File: src/rtl/fir_bp_pkg.sv
package fir_bp_pkg;

  localparam int FLAT_W = 1024;  // widest coefficient vector the bound function accepts

  // Worst-case |output|: full-scale negative input times sum of |coefficient words|.
  function automatic longint acc_bound(input logic [FLAT_W-1:0] flat,
                                       input int n, input int cw, input int xw);
    longint sum;
    longint v;
    logic [63:0] raw;
    sum = 0;
    for (int k = 0; k < n; k++) begin
      raw = 64'(flat >> (k * cw)) & ((64'd1 << cw) - 64'd1);
      if (raw[cw-1]) v = longint'(raw) - (longint'(1) << cw);
      else           v = longint'(raw);
      sum += (v < 0) ? -v : v;
    end
    return sum << (xw - 1);
  endfunction

endpackage

File: src/rtl/fir_bp_delay.sv
module fir_bp_delay #(
  parameter int X_W   = 8,
  parameter int DEPTH = 5
) (
  input  logic                      clk_i,
  input  logic                      rst_ni,
  input  logic                      shift_i,
  input  logic [X_W-1:0]            din_i,
  output logic [DEPTH-1:0][X_W-1:0] taps_o
);

  logic [DEPTH-1:0][X_W-1:0] stage_q;

  for (genvar s = 0; s < DEPTH; s++) begin : g_stage
    logic [X_W-1:0] stage_d;
    if (s == 0) begin : g_head
      assign stage_d = din_i;
    end else begin : g_body
      assign stage_d = stage_q[s-1];
    end

    always_ff @(posedge clk_i or negedge rst_ni) begin
      if (!rst_ni)      stage_q[s] <= '0;
      else if (shift_i) stage_q[s] <= stage_d;
    end
  end

  assign taps_o = stage_q;

endmodule

File: src/rtl/fir_bp_mac.sv
module fir_bp_mac #(
  parameter int                      N_TAPS = 6,
  parameter int                      X_W    = 8,
  parameter int                      C_W    = 10,
  parameter int                      Y_W    = 19,
  parameter logic [N_TAPS*C_W-1:0]   COEFS  = '0
) (
  input  logic [N_TAPS-1:0][X_W-1:0] x_i,
  output logic signed [Y_W-1:0]      sum_o
);

  // Product format: width X_W+C_W, binary point = input bp (0) + coefficient bp.
  localparam int P_W = X_W + C_W;

  logic signed [N_TAPS-1:0][P_W-1:0] prod;

  for (genvar k = 0; k < N_TAPS; k++) begin : g_tap
    localparam logic signed [C_W-1:0] CK = COEFS[k*C_W +: C_W];
    logic signed [P_W-1:0] p;
    assign p       = $signed(x_i[k]) * CK;
    assign prod[k] = p;
  end

  always_comb begin
    sum_o = '0;
    for (int k = 0; k < N_TAPS; k++) begin
      sum_o = sum_o + Y_W'($signed(prod[k]));
    end
  end

endmodule

File: src/rtl/fir_bp_outreg.sv
module fir_bp_outreg #(
  parameter int Y_W = 19
) (
  input  logic                  clk_i,
  input  logic                  rst_ni,
  input  logic                  load_i,
  input  logic signed [Y_W-1:0] d_i,
  output logic        [Y_W-1:0] y_o,
  output logic                  valid_o
);

  always_ff @(posedge clk_i or negedge rst_ni) begin
    if (!rst_ni) begin
      y_o     <= '0;
      valid_o <= 1'b0;
    end else begin
      valid_o <= load_i;
      if (load_i) y_o <= d_i;
    end
  end

endmodule

File: src/rtl/fir_bp_filter.sv
module fir_bp_filter
  import fir_bp_pkg::*;
#(
  parameter int N_TAPS = 6,
  parameter int X_W    = 8,
  parameter int C_W    = 10,
  parameter int C_BP   = 6,
  // tap k occupies bits [k*C_W +: C_W]; default taps scaled by 2**C_BP
  parameter logic [N_TAPS*C_W-1:0] COEFS = {10'b1010111010, 10'b1100111001,
                                            10'b0100101101, 10'b1100110001,
                                            10'b0010000011, 10'b0001011011},
  localparam longint ACC_MAX = acc_bound(FLAT_W'(COEFS), N_TAPS, C_W, X_W),
  localparam int     Y_W     = $clog2(ACC_MAX) + 1,
  localparam int     Y_BP    = C_BP
) (
  input  logic           clk_i,
  input  logic           rst_ni,
  input  logic           valid_i,
  input  logic [X_W-1:0] sample_i,
  output logic           valid_o,
  output logic [Y_W-1:0] y_o
);

  localparam int DEPTH = N_TAPS - 1;

  logic [DEPTH-1:0][X_W-1:0]  hist;
  logic [N_TAPS-1:0][X_W-1:0] x_vec;
  logic signed [Y_W-1:0]      sum;

  fir_bp_delay #(.X_W(X_W), .DEPTH(DEPTH)) u_delay (
    .clk_i   (clk_i),
    .rst_ni  (rst_ni),
    .shift_i (valid_i),
    .din_i   (sample_i),
    .taps_o  (hist)
  );

  for (genvar k = 0; k < N_TAPS; k++) begin : g_xvec
    if (k == 0) begin : g_new
      assign x_vec[k] = sample_i;
    end else begin : g_old
      assign x_vec[k] = hist[k-1];
    end
  end

  fir_bp_mac #(
    .N_TAPS (N_TAPS),
    .X_W    (X_W),
    .C_W    (C_W),
    .Y_W    (Y_W),
    .COEFS  (COEFS)
  ) u_mac (
    .x_i   (x_vec),
    .sum_o (sum)
  );

  fir_bp_outreg #(.Y_W(Y_W)) u_out (
    .clk_i   (clk_i),
    .rst_ni  (rst_ni),
    .load_i  (valid_i),
    .d_i     (sum),
    .y_o     (y_o),
    .valid_o (valid_o)
  );

endmodule

File: config.mk
export PLATFORM = sky130hd
export DESIGN_NAME = fir_bp_filter
export DESIGN_NICKNAME = d
export VERILOG_FILES = /design/src/rtl/fir_bp_pkg.sv /design/src/rtl/fir_bp_delay.sv /design/src/rtl/fir_bp_mac.sv /design/src/rtl/fir_bp_outreg.sv /design/src/rtl/fir_bp_filter.sv
export SDC_FILE = /design/constraint.sdc
export NUM_CORES = 1
export LEC_CHECK = 0
export ABC_CLOCK_PERIOD_IN_PS = 10600
export BUFFER_PORTS_ARGS = -buffer_cell sky130_fd_sc_hd__buf_4
export CORE_UTILIZATION = 32
export CTS_CLUSTER_DIAMETER = 40
export DETAILED_ROUTE_END_ITERATION = 16
export SKIP_LAST_GASP = 1
export SLEW_MARGIN = 0
export SYNTH_ARGS = -nofsm -noshare
export SYNTH_HDL_FRONTEND = slang
export SYNTH_SLANG_ARGS = --single-unit
File: constraint.sdc
create_clock -name clk_i -period 10.6 [get_ports clk_i]
set_input_delay 1.06 -clock clk_i [delete_from_list [all_inputs] [get_ports clk_i]]
set_output_delay 1.06 -clock clk_i [all_outputs]
set_load 0.01 [all_outputs]
# After elaboration in Yosys (flattened, before gate mapping)
# Cells that the tools add are included.
dict set report totals {
  reg_bits 60
  elab_cells 18
}
dict set report classes {
  addsub 5
  multipliers 6
}
# op n
set ops {}
lappend ops {{$mul A8 B9 Y17 const B} 4}
lappend ops {{$add A19 B18 Y19} 2}
lappend ops {{$add A18 B17 Y19} 1}
lappend ops {{$add A19 B17 Y19} 1}
lappend ops {{$add A16 B17 Y18} 1}
lappend ops {{$mul A8 B10 Y18 const B} 1}
lappend ops {{$mul A8 B8 Y16 const B} 1}

# Longest topological paths before layout
dict set report depth {
  ltp_word 6
  ltp_mapped 35
  ltp_nobuf 35
}

# By module
# From an unflattened synthesis, not the netlist that was laid out.
dict set report hier_totals {
  hier_cells 1191
  area_unflattened_um2 13032.5
}
# module n_inst cells_each area_each_um2 seq_area_each_um2
set by_module_without_submodules {}
lappend by_module_without_submodules {fir_bp_mac 1 1066 10752.8 0.0}
lappend by_module_without_submodules {fir_bp_delay 1 84 1496.4 1001.0}
lappend by_module_without_submodules {fir_bp_outreg 1 41 783.3 500.5}

# Least setup slack after synthesis
# No wires, ideal clock.
dict set report synth_path {
  path_kind {flip-flop to flip-flop}
  from {register u_delay.stage_q (netlist bit u_delay.taps_o[34])}
  to {register u_out.y_o[18]}
  setup_ps 77
  arrival_time_ps 9611
  required_time_ps 10523
  setup_slack_ps 912
  path_stages_with_launch 30
  n_path_buf 0
  synth_period_minus_slack_ps 9688
  cell_sequence {dfrtp_1 fa_1 ha_1 inv_1 fa_1 inv_1 fa_1 ha_1 nor2b_1 o31a_1 a21oi_1 ha_1 fa_1 fa_1 fa_1 fa_1 fa_1 inv_1 fa_1 inv_1 fa_1 fa_1 ha_1 or4_4 o211a_1 o41a_1 a41o_1 o41ai_4 xnor3_1 a21oi_1}
}
dict set report synth_via {
  elab_chain_cells 2
}
# element line_no
set synth_lines {}
lappend synth_lines {{from (decl)} fir_bp_delay.sv:12} ;# logic [DEPTH-1:0][X_W-1:0] stage_q;
lappend synth_lines {{from (signal, indexed assignment)} fir_bp_delay.sv:24} ;# else if (shift_i) stage_q[s] <= stage_d;
lappend synth_lines {{$mul A8 B9 Y17} fir_bp_mac.sv:20} ;# assign p = $signed(x_i[k]) * CK;
lappend synth_lines {{$add A19 B18 Y19} fir_bp_mac.sv:27} ;# sum_o = sum_o + Y_W'($signed(prod[k]));
lappend synth_lines {{to (signal assigned)} fir_bp_outreg.sv:18} ;# if (load_i) y_o <= d_i;
lappend synth_lines {{to (decl)} fir_bp_outreg.sv:8} ;# output logic [Y_W-1:0] y_o,
# Every way passes these cells.
# A chain may end at the register's enable or synchronous reset.

# Final worst setup path
# Same ends and word-level chain as after synthesis.

==> impl_results.html <==
<table>
<tr><th>Metric</th><th>Value</th></tr>
<tr><th colspan="2">Status</th></tr>
<tr><td>Status</td><td>finished clean</td></tr>
<tr><th colspan="2">STA</th></tr>
<tr><td>Max Transition Viols Final</td><td>0</td></tr>
<tr><td>Worst-case headroom to the max-slew limit</td><td>41.5%</td></tr>
<tr><td>Worst path setup slack after routing</td><td>0.457 ns</td></tr>
<tr><td>Transition at the pin with the smallest max-transition slack</td><td>0.877 ns</td></tr>
<tr><td>Total negative setup slack</td><td>0 ns</td></tr>
<tr><td>Unrepaired setup endpoints after global routing</td><td>no</td></tr>
<tr><td>Maximum clock skew at final layout</td><td>0.0150 ns</td></tr>
<tr><td>Final Hold Fails</td><td>0</td></tr>
<tr><td>Final critical-path required period</td><td>10.14 ns</td></tr>
<tr><td>Peak Freq</td><td>98.6 MHz</td></tr>
<tr><td>Total of endpoints with negative setup slack in the final report</td><td>0</td></tr>
<tr><td>Post-route fraction of the period consumed by the critical path</td><td>95.7%</td></tr>
<tr><th colspan="2">Floorplanning</th></tr>
<tr><td>DIE HEIGHT</td><td>203 um</td></tr>
<tr><td>Floorplan row count</td><td>73</td></tr>
<tr><td>Chip Width</td><td>203 um</td></tr>
<tr><td>Initial Utilization</td><td>32.4%</td></tr>
<tr><td>Number of I/O pins</td><td>31</td></tr>
<tr><td>Total Die Area</td><td>41000 um2</td></tr>
<tr><td>Core region area</td><td>39700 um2</td></tr>
<tr><th colspan="2">Synth</th></tr>
<tr><td>Combinational family with the most area after synthesis</td><td>adder cells</td></tr>
<tr><td>Flop and latch count out of synthesis</td><td>60</td></tr>
<tr><td>Dominant cells by area after synthesis</td><td>fa_1, ha_1, inv_1, dfrtp_1, xnor2_1</td></tr>
<tr><td>Gate count after technology mapping</td><td>1222</td></tr>
<tr><td>Parity-gate share of the synthesized area counting xor and xnor cells</td><td>3.92%</td></tr>
<tr><td>Complex-gate fraction of the synthesized area</td><td>4.08%</td></tr>
<tr><td>Proportion of synthesized area in mux cells</td><td>2.45%</td></tr>
<tr><td>Post-synthesis instance area</td><td>12900 um2</td></tr>
<tr><td>Sequential element share of the synthesized area</td><td>11.7%</td></tr>
<tr><td>Area share of the largest cell type after synthesis</td><td>39.1%</td></tr>
<tr><td>Number of distinct library cells after synthesis</td><td>42</td></tr>
<tr><td>Post-synth EDFFs</td><td>0</td></tr>
<tr><td>Adder-Cell Fraction of Synth Area</td><td>62.8%</td></tr>
<tr><td>Most area-hungry cell type in the Yosys netlist</td><td>fa_1</td></tr>
<tr><td>Yosys warns</td><td>0</td></tr>
<tr><td>Dominant register cell in the synthesized netlist</td><td>dfrtp_1</td></tr>
<tr><td>Synthesized net count</td><td>1728</td></tr>
<tr><td>Async set or reset register ratio after synthesis</td><td>100%</td></tr>
<tr><td>Average cell area after synthesis</td><td>10.5 um2</td></tr>
<tr><td>Simple logic cell fraction of the synthesized area</td><td>2.81%</td></tr>
<tr><th colspan="2">Route</th></tr>
<tr><td>Residual antenna-violating net count after detailed routing</td><td>0</td></tr>
<tr><td>Detail-routed via count per cell</td><td>4.37</td></tr>
<tr><td>Detailed-router iteration count before antenna repair</td><td>4</td></tr>
<tr><td>Met3 Routed Length</td><td>620 um</td></tr>
<tr><td>Metal2 WL</td><td>13600 um</td></tr>
<tr><td>Total detailed-routing wirelength</td><td>27700 um</td></tr>
<tr><td>Length of routed wiring on met1</td><td>12900 um</td></tr>
<tr><td>Routed wire per std cell</td><td>15.6 um</td></tr>
<tr><td>Total number of vias</td><td>7778</td></tr>
<tr><td>Number of design rule violations left after detail routing</td><td>0</td></tr>
<tr><td>Top routing layer in use</td><td>met5</td></tr>
<tr><td>Number of DRC markers in iteration 0</td><td>331</td></tr>
<tr><th colspan="2">Setup path</th></tr>
<tr><td>CP dominant cell by count</td><td>fa_1</td></tr>
<tr><td>Launching point of the worst reg2reg path</td><td>u_delay.taps_o[34]$_DFFE_PN0P_</td></tr>
<tr><td>Largest delay share family, worst path</td><td>adder cells</td></tr>
<tr><td>Crit path launch type</td><td>flip-flop</td></tr>
<tr><td>Critical path data required time</td><td>10.88 ns</td></tr>
<tr><td>Buffers &amp; Inverters on Critical Path</td><td>4</td></tr>
<tr><td>Crit Path Category</td><td>flip-flop to flip-flop</td></tr>
<tr><td>Setup crit end kind</td><td>flip-flop</td></tr>
<tr><td>Setup crit start</td><td>u_delay.taps_o[34]$_DFFE_PN0P_</td></tr>
<tr><td>Number of logic stages on the critical path including buffering</td><td>29</td></tr>
<tr><td>Data arrival time of the worst path</td><td>10.42 ns</td></tr>
<tr><td>R2R cell count</td><td>29</td></tr>
<tr><td>Maximum fanout along the worst path</td><td>6</td></tr>
<tr><td>Standard cell with the maximum stage delay on the critical path</td><td>fa_2</td></tr>
<tr><td>Delay of the slowest critical-path stage</td><td>0.71 ns</td></tr>
<tr><th colspan="2">GRT</th></tr>
<tr><td>Global Route Usage Sum</td><td>15.2%</td></tr>
<tr><td>Vias in the first global route</td><td>8984</td></tr>
<tr><td>Global-route wire length before repair</td><td>48000 um</td></tr>
<tr><td>Initial antenna violation count</td><td>1</td></tr>
<tr><td>Remaining Overflow, GRT</td><td>0</td></tr>
<tr><td>Maximum number of pins on one net before global-route repair</td><td>61</td></tr>
<tr><th colspan="2">Placement</th></tr>
<tr><td>HPWL after DPL</td><td>24500 um</td></tr>
<tr><td>PortBufs</td><td>30</td></tr>
<tr><td>Setup Slack @ Placement</td><td>0.339 ns</td></tr>
<tr><td>Routability congestion estimate from global placement</td><td>0.893</td></tr>
<tr><td>Post-detailed-placement cell area</td><td>13700 um2</td></tr>
<tr><th colspan="2">Clock network</th></tr>
<tr><td>Sinks on the clock net</td><td>60</td></tr>
<tr><td>Clock latency on the worst-skew pair</td><td>0.35 ns</td></tr>
<tr><td>Post-CTS Hold Fix Bufs</td><td>0</td></tr>
<tr><td>Max Buffers Root-to-Sink</td><td>2</td></tr>
<tr><td>Clock tree from TritonCTS</td><td>built</td></tr>
<tr><td>H-tree levels</td><td>3</td></tr>
<tr><td>Clock slew at the register clock pins of the worst setup and hold paths</td><td>0.06 ns</td></tr>
<tr><td>CTS Root Buffer Type</td><td>clkbuf_16</td></tr>
<tr><td>Number of buffers inserted during clock tree synthesis</td><td>9</td></tr>
<tr><th colspan="2">Finish</th></tr>
<tr><td>Post-route cell area</td><td>14000 um2</td></tr>
<tr><td>Nets</td><td>1759</td></tr>
<tr><td>Count of inserted antenna diode cells</td><td>0</td></tr>
<tr><td>Final core utilization</td><td>35.3%</td></tr>
<tr><td>Share of cells above drive strength 1</td><td>6.29%</td></tr>
<tr><td>Highest-count cells in the layout ignoring fill and taps</td><td>inv_1, fa_1, ha_1</td></tr>
<tr><td>Most common cell after layout, fill and taps aside</td><td>inv_1</td></tr>
<tr><td>Growth of design area from synthesis to finish</td><td>8.88%</td></tr>
<tr><th colspan="2">Run</th></tr>
<tr><td>Number of max-cap violations</td><td>0</td></tr>
<tr><th colspan="2">Worst hold path</th></tr>
<tr><td>Hold Path Stages</td><td>1</td></tr>
<tr><td>Origin of the worst min-delay path</td><td>u_out.y_o[7]$_DFFE_PN0P_</td></tr>
<tr><td>Hold crit path type</td><td>flip-flop to flip-flop</td></tr>
</table>
## logic make-up (layout without fill, tap and decap cells)
logic type               after synthesis  after routing
AO/OA/AOI/OAI                         81             81
XOR/XNOR                              56             56
adder cells (fa/ha/maj)              495            495
buffers and inverters                421            455
flip-flops                            60             60
multiplexers                          28             28
AND/OR/NAND/NOR                       81             81
## registers in the layout, indices dropped and copies added, names as in the netlist
name                     cells
u_delay.g_stage.stage_d     32
u_out.y_o                   19
u_delay.taps_o               8
u_out.valid_o                1
## cell type report
class                      count  area [um2]
fill                        3975       25700
multi-input combinational    741        9790
inverter                     410        1540
sequential                    60        1500
tap                          525         657
clock buffer                  12         256
timing repair buffer          31         233
clock inverter                 2        35.0
## through the flow
stage,hold WS [ns],instances
6_report,0.507,1781
5_1_grt,0.527,1781
4_1_cts,0.513,1781
3_5_place_dp,0.500,1767
3_3_place_gp,0.491,1767
2_1_floorplan,0.475,1222
## synth_stat cells, types with 4 or more instances
library cell / number
nor2_1: 29
mux2_2: 28
a21o_1: 5
a31oi_1: 4
xor2_1: 12
dfrtp_1: 60
o21ai_0: 33
nand2_1: 28
a21oi_1: 16
inv_1: 410
xnor2_1: 43
clkbuf_1: 8
nor3_1: 6
ha_1: 244
fa_1: 251
## repair_timing
| action | in CTS | in global routing |
|---|---|---|
| setup buffers | 0 | 0 |
| gates resized for setup | 0 | 1 |
| endpoints found under the setup margin | 0 | 1 |
## routing by layer
metal  vias up  GRT usage (%)
met5         -              0
met4         2           3.76
met3        34           1.93
met2        74           26.0
met1      3950           20.4
li1       3718              -
## worst paths after layout
kind	slack [ns]	end
max in group asynchronous	9.19	u_delay.g_stage[2].stage_d[6]$_DFFE_PN0P_
worst min register to register	0.51	u_out.y_o[7]$_DFFE_PN0P_
worst max register to register	0.46	u_out.y_o[18]$_DFFE_PN0P_
worst min-delay path	0.51	u_out.y_o[7]$_DFFE_PN0P_
min in group asynchronous	0.84	u_out.y_o[1]$_DFFE_PN0P_
worst max-delay path	0.46	u_out.y_o[18]$_DFFE_PN0P_
Power is not shown: default switching activity piles up to over one toggle a cycle in this logic, so the estimate is an artifact.
